==> src/rtl/fault_supervisor_pkg.sv <==
package fault_supervisor_pkg;

  typedef enum logic [1:0] {
    SUP_RUN     = 2'd0,
    SUP_LATCHED = 2'd1,
    SUP_WAIT    = 2'd2,
    SUP_READY   = 2'd3
  } sup_state_e;

  // Phase timeout in cycles: base ticks doubled per selection step.
  function automatic int unsigned timeout_cycles(input logic [1:0] sel,
                                                 input int unsigned tick,
                                                 input int unsigned base);
    return (tick * base) << sel;
  endfunction

  // Autoretry wait in cycles.
  function automatic int unsigned retry_cycles(input logic [2:0] sel,
                                               input int unsigned tick,
                                               input int unsigned base);
    return (tick * base) << sel;
  endfunction

  function automatic int unsigned max_u(input int unsigned a, input int unsigned b);
    return (a > b) ? a : b;
  endfunction

endpackage

==> src/rtl/fault_supervisor_limit_counter.sv <==
module fault_supervisor_limit_counter #(
  parameter int unsigned CW = 12
) (
  input  logic          clk,
  input  logic          rst_n,
  input  logic          restart,
  input  logic          run,
  input  logic [CW-1:0] limit,
  output logic          hit
);
  logic [CW-1:0] cnt;
  logic [CW-1:0] cur;

  // Restart makes the current cycle the first counted one.
  assign cur = restart ? '0 : cnt;
  assign hit = run && (cur == limit - CW'(1));

  always_ff @(posedge clk or negedge rst_n) begin
    if (!rst_n) cnt <= '0;
    else        cnt <= cur + CW'(run);
  end
endmodule

==> src/rtl/fault_supervisor_clear_detect.sv <==
module fault_supervisor_clear_detect (
  input  logic clk,
  input  logic rst_n,
  input  logic enable,
  input  logic trk_en,
  input  logic sw_clear,
  output logic clear_evt
);
  logic en_q;
  logic trk_q;

  always_ff @(posedge clk or negedge rst_n) begin
    if (!rst_n) begin
      en_q  <= 1'b0;
      trk_q <= 1'b0;
    end else begin
      en_q  <= enable;
      trk_q <= trk_en;
    end
  end

  assign clear_evt = (enable ^ en_q) | (trk_en ^ trk_q) | sw_clear;
endmodule

==> src/rtl/fault_supervisor.sv <==
module fault_supervisor #(
  parameter int unsigned TICK_CYC   = 4,
  parameter int unsigned TO_BASE    = 25,
  parameter int unsigned RETRY_BASE = 8,
  parameter int unsigned NUM_IN     = 4
) (
  input  logic              clk,
  input  logic              rst_n,
  input  logic              phase_active,
  input  logic              phase_done,
  input  logic              dir_down,
  input  logic [NUM_IN-1:0] in_oor,
  input  logic [1:0]        pu_to_sel,
  input  logic [1:0]        pd_to_sel,
  input  logic              latch_mode,
  input  logic [2:0]        retry_sel,
  input  logic              enable,
  input  logic              trk_en,
  input  logic              sw_clear,
  input  logic              all_low,
  output logic              fault_n,
  output logic              force_shutdown,
  output logic              retry_go
);
  import fault_supervisor_pkg::*;

  localparam int unsigned TO_MAX = timeout_cycles(2'b11, TICK_CYC, TO_BASE);
  localparam int unsigned RT_MAX = retry_cycles(3'b111, TICK_CYC, RETRY_BASE);
  localparam int unsigned CW     = $clog2(max_u(TO_MAX, RT_MAX) + 1);

  sup_state_e    state;
  logic          pa_q;
  logic          stopped;
  logic          phase_start;
  logic          in_run;
  logic          to_run;
  logic          to_hit;
  logic          rt_hit;
  logic          oor_any;
  logic          clear_evt;
  logic          clear_ok;
  logic          fault_evt;
  logic [CW-1:0] to_limit;
  logic [CW-1:0] rt_limit;

  // Named internal events
  assign oor_any     = |in_oor;
  assign in_run      = (state == SUP_RUN);
  assign phase_start = phase_active & ~pa_q;
  assign to_run      = in_run & phase_active & ~phase_done & (phase_start | ~stopped);
  assign to_limit    = CW'(timeout_cycles(dir_down ? pd_to_sel : pu_to_sel, TICK_CYC, TO_BASE));
  assign rt_limit    = CW'(retry_cycles(retry_sel, TICK_CYC, RETRY_BASE));
  assign fault_evt   = in_run & (oor_any | to_hit);
  assign clear_ok    = clear_evt & ~oor_any;

  // Phase bookkeeping: restart on rising phase_active, freeze on phase_done
  always_ff @(posedge clk or negedge rst_n) begin
    if (!rst_n) begin
      pa_q    <= 1'b0;
      stopped <= 1'b0;
    end else begin
      pa_q <= phase_active;
      if (phase_start)                    stopped <= phase_done;
      else if (phase_active & phase_done) stopped <= 1'b1;
      else if (!phase_active)             stopped <= 1'b0;
    end
  end

  fault_supervisor_limit_counter #(.CW(CW)) u_phase_timer (
    .clk    (clk),
    .rst_n  (rst_n),
    .restart(phase_start),
    .run    (to_run),
    .limit  (to_limit),
    .hit    (to_hit)
  );

  fault_supervisor_limit_counter #(.CW(CW)) u_retry_timer (
    .clk    (clk),
    .rst_n  (rst_n),
    .restart(state != SUP_WAIT),
    .run    (state == SUP_WAIT),
    .limit  (rt_limit),
    .hit    (rt_hit)
  );

  fault_supervisor_clear_detect u_clear (
    .clk      (clk),
    .rst_n    (rst_n),
    .enable   (enable),
    .trk_en   (trk_en),
    .sw_clear (sw_clear),
    .clear_evt(clear_evt)
  );

  // Fault state machine
  always_ff @(posedge clk or negedge rst_n) begin
    if (!rst_n) begin
      state    <= SUP_RUN;
      retry_go <= 1'b0;
    end else begin
      retry_go <= 1'b0;
      unique case (state)
        SUP_RUN: begin
          if (fault_evt) state <= latch_mode ? SUP_LATCHED : SUP_WAIT;
        end
        SUP_LATCHED: begin
          if (clear_ok) state <= SUP_RUN;
        end
        SUP_WAIT: begin
          if (clear_ok)    state <= SUP_RUN;
          else if (rt_hit) state <= SUP_READY;
        end
        SUP_READY: begin
          if (all_low) begin
            state    <= SUP_RUN;
            retry_go <= 1'b1;
          end else if (clear_ok) begin
            state <= SUP_RUN;
          end
        end
        default: state <= SUP_RUN;
      endcase
    end
  end

  assign fault_n        = in_run;
  assign force_shutdown = ~in_run | oor_any;

  // Assertions
  p_timeout_r2: assert property (@(posedge clk) disable iff (!rst_n)
    to_hit |=> !fault_n);

  p_oor_fault_r5: assert property (@(posedge clk) disable iff (!rst_n)
    (in_run && oor_any) |=> !fault_n);

  p_latch_hold_r7: assert property (@(posedge clk) disable iff (!rst_n)
    (state == SUP_LATCHED && !clear_evt) |=> !fault_n);

  p_retry_restores_r8: assert property (@(posedge clk) disable iff (!rst_n)
    retry_go |-> (fault_n && $past(!fault_n)));

  p_retry_needs_low_r9: assert property (@(posedge clk) disable iff (!rst_n)
    retry_go |-> $past(all_low));

  p_retry_single_r10: assert property (@(posedge clk) disable iff (!rst_n)
    retry_go |=> !retry_go);

endmodule

==> config.mk <==
export PLATFORM = sky130hd
export DESIGN_NAME = fault_supervisor
export DESIGN_NICKNAME = d
export VERILOG_FILES = /design/src/rtl/fault_supervisor_pkg.sv /design/src/rtl/fault_supervisor_limit_counter.sv /design/src/rtl/fault_supervisor_clear_detect.sv /design/src/rtl/fault_supervisor.sv
export SDC_FILE = /design/constraint.sdc
export NUM_CORES = 1
export LEC_CHECK = 0
export BUFFER_PORTS_ARGS = -buffer_cell sky130_fd_sc_hd__buf_2
export CORE_UTILIZATION = 45
export DETAILED_ROUTE_END_ITERATION = 6
export PLACE_DENSITY = 0.65
export SETUP_SLACK_MARGIN = 0.02
export SLEW_MARGIN = 20
export SYNTH_ARGS = -nofsm -noshare
export SYNTH_HDL_FRONTEND = slang
export SYNTH_HIERARCHICAL = 1
export SYNTH_SLANG_ARGS = --single-unit
==> constraint.sdc <==
create_clock -name clk -period 2.8 [get_ports clk]
set_clock_uncertainty 0.2 [all_clocks]
set_input_delay 0.7 -clock clk [delete_from_list [all_inputs] [get_ports clk]]
set_output_delay 0.7 -clock clk [all_outputs]
set_load 0.02 [all_outputs]
==> impl_metrics.env <==
export IMPL_status="complete, but fails checks"
export IMPL_violations="setup timing"
export IMPL_arrival_ns=3.06
export IMPL_layout_setup_ws_ns=-0.250
export IMPL_reg2reg_depth=9
export IMPL_power_internal_uw=1040
export IMPL_slew_viol_final=0
export IMPL_fin_nets=466
export IMPL_final_common_cell="buf_4"
export IMPL_ys_flop_type="dfrtp_1"
export IMPL_ir_worst_vdd_v=0.000338
export IMPL_antenna_found_initial=0
export IMPL_gp_congestion=0.823
export IMPL_grt_pass1_wl_um=10500
export IMPL_syn_cell_area_mm2=0.00289
export IMPL_syn_area_per_cell_um2=8.62
export IMPL_core_area_mm2=0.00606
export IMPL_stdcell_count=511
export IMPL_powerDensity_mw_per_mm2=401
export IMPL_p_sw_uw=475
export IMPL_grt_ovfl_total=0
export IMPL_dieArea_mm2=0.00674
export IMPL_grt_max_degree=34
export IMPL_initial_core_util_pct=47.6
export IMPL_async_flop_share_pct=100
export IMPL_numCtsBuffers=5
export IMPL_clock_sinks=33
export IMPL_synth_seq_cells=33
export IMPL_diodes=0
export IMPL_r2r_slack_ns=0.20
export IMPL_first_pass_iters=4
export IMPL_synth_edf_count=0
export IMPL_cp_max_fo=4
export IMPL_drive_gt1_share_pct=24.3
export IMPL_vias=2568
export IMPL_r2r_start="state[0]$_DFFE_PN0P_"
export IMPL_wl_met1_um=2730
export IMPL_cts_root_buf="clkbuf_8"
export IMPL_io_pins=24
export IMPL_cts_tree="done"
export IMPL_finalHoldViolations=0
export IMPL_first_global_vias=2372
export IMPL_power_share_clock_pct=30.5
export IMPL_clockBufferDepth=2
export IMPL_die_h_um=82.1
export IMPL_place_hpwl_um=4920
export IMPL_highest_layer="met4"
export IMPL_post_drt_wl_per_cell_um=12.1
export IMPL_p_seq_share_pct=36.0
export IMPL_rsz0062_at_grt="yes"
export IMPL_path_class="in2reg"
export IMPL_cap_violations=0
export IMPL_power_uw=1510
export IMPL_fmax_ghz=0.328
export IMPL_drtAntennaViolNets=0
export IMPL_period_needed_ns=3.05
export IMPL_portBuffers=23
export IMPL_slew_limit_headroom_pct=53.4
export IMPL_dp_slack_ns=-0.668
export IMPL_syn_to_final_growth_pct=30.5
export IMPL_wl_met2_um=3220
export IMPL_ys_warnings_count=6
export IMPL_switching_share_pct=31.4
export IMPL_synth_cells=335
export IMPL_synth_cell_types=49
export IMPL_htreeDepth=2
export IMPL_critPathCaptureType="register"
export IMPL_clk_latency_ns=0.29
export IMPL_route_met3_wl_um=111
export IMPL_initialDrtViolationCount=44
export IMPL_place_inst=500
export IMPL_pwr_share_comb_pct=33.5
export IMPL_crit_start="dir_down"
export IMPL_min_path_type="in2async"
export IMPL_layout_common_cells="buf_4 (42), conb_1 (38), xnor2_1 (36)"
export IMPL_crit_required_ns=2.81
export IMPL_setup_viol=2
export IMPL_clkTransAtPathRegs_ns=0.07
export IMPL_critPathLaunchType="primary input"
export IMPL_worst_slew_pin_slew_ns=0.698
export IMPL_worstReg2RegEnd="state[0]$_DFFE_PN0P_"
export IMPL_drcViolationCount=0
export IMPL_rows=28
export IMPL_p_leak_uw=0.00162
export IMPL_die_width_um=82.1
export IMPL_via_per_inst=5.03
export IMPL_wirelength_um=6190
export IMPL_yosysSeqAreaShare_pct=28.6
export IMPL_critical_path_endpoint="state[0]$_DFFE_PN0P_"
export IMPL_fin_crit_sh_pct=109
export IMPL_gr_usage_all_layers_pct=20.6
==> flip-flops by register name (all words and copies together) (netlist names) <==
signal and count:
pa_q 1, retry_go 1, state 2, stopped 1, u_clear/en_q 1, u_clear/trk_q 1, u_phase_timer/cnt 13, u_retry_timer/cnt 13
==> power by group through the flow <==
stage | combinational [uW] | sequential (uW) | clock [uW]
global route | 561 | 550 | 498
detailed placement | 483 | 553 | 0
floorplan | 309 | 550 | 0
global placement | 476 | 551 | 0
finish | 506 | 544 | 462
CTS | 505 | 544 | 476
==> worst min-delay path by stage <==
stage / startpoint / endpoint / slack, ns
5_1_grt: rst_n / u_retry_timer/cnt[0]$_DFF_PN0_ / 0.31
4_1_cts: rst_n / u_retry_timer/cnt[7]$_DFF_PN0_ / 0.27
6_report: rst_n / state[0]$_DFFE_PN0P_ / 0.26
3_3_place_gp: u_retry_timer/cnt[5]$_DFF_PN0_ / u_retry_timer/cnt[5]$_DFF_PN0_ / 0.28
2_1_floorplan: rst_n / pa_q$_DFF_PN0_ / 0.20
3_5_place_dp: u_retry_timer/cnt[5]$_DFF_PN0_ / u_retry_timer/cnt[5]$_DFF_PN0_ / 0.29
==> cell usage after synthesis (4+ instances only) <==
master	number	share of area, %
dfrtp_1	33	29
ha_1	10	4.3
o211ai_1	4	1.0
a21oi_1	11	1.9
xor2_1	18	5.5
o22ai_1	4	0.87
xnor2_1	36	11
and4_1	4	1.2
nand2_1	20	2.6
nor3_2	4	1.4
nor3_1	8	1.4
nor2_1	29	3.8
inv_1	12	1.6
mux2i_1	6	2.1
nor2b_1	16	3.5
nand2b_1	14	3.0
nand4_1	10	2.2
clkbuf_1	10	1.3
nand3_1	8	1.4
nor3b_1	5	1.3
and3_1	9	1.9
and2_1	4	0.87
o21ai_0	4	0.69
or3_1	5	1.1
a31oi_1	8	1.7
nor4_1	4	0.87
==> repair_timing <==
action | 4_1_cts | 5_1_grt
hold buffers | 0 | 0
buffers inserted | 3 | 0
endpoints found under the setup margin | 2 | 2
resized for setup | 13 | 1
pin swaps | 10 | 2
==> per-layer routing <==
metal	GRT usage, %	vias up
li1	-	1344
met2	36.9	26
met1	24.4	1185
met4	8.07	0
met3	3.30	13
met5	0	-
==> stage by stage <==
step           instance area (um2)  hold WS [ns]  setup TNS, ns  util [%]
2_1_floorplan                 3090         0.204         -0.655         -
6_report                      3770         0.255         -0.403      62.2
4_1_cts                       3770         0.274         -0.416      62.1
3_5_place_dp                  3560         0.290          -1.36      58.7
5_1_grt                       3770         0.311         -0.668      62.2
3_3_place_gp                  3560         0.278          -1.20      58.7
==> critical path, cell delays in order <==
cell,delay (ns)
buf_8,0.11
mux2i_4,0.19
ha_4,0.29
inv_1,0.05
buf_4,0.15
nor3_2,0.22
and2_1,0.18
and3_1,0.16
a31oi_1,0.09
a22o_1,0.28
nor4_4,0.31
o211ai_2,0.12
a221oi_2,0.21
==> cell families (layout without fill, tap and decap cells) <==
| kind of cell | after synthesis | count (layout) | synth area share (%) |
|---|---|---|---|
| AOI/OAI and AO/OA | 45 | 45 | 10.7 |
| xor gates and xnor gates | 56 | 56 | 17.5 |
| adders and majority gates | 10 | 10 | 4.33 |
| buffers and inverters | 24 | 88 | 3.12 |
| DFF | 33 | 33 | 28.6 |
| muxes | 6 | 6 | 2.08 |
| other | 1 | 38 | 0.130 |
| and+or+nand+nor | 160 | 160 | 33.6 |
==> area by class of cell <==
class,count,area (um2)
well taps,75,93.8
multi-input cells,315,2230
fillers,535,2290
inverters,14,52.6
flip-flops and latches,33,826
clock inverters,1,30.0
repair buffers,66,452
clock buffers,7,86.3
Power figures use the tool's default switching activity.
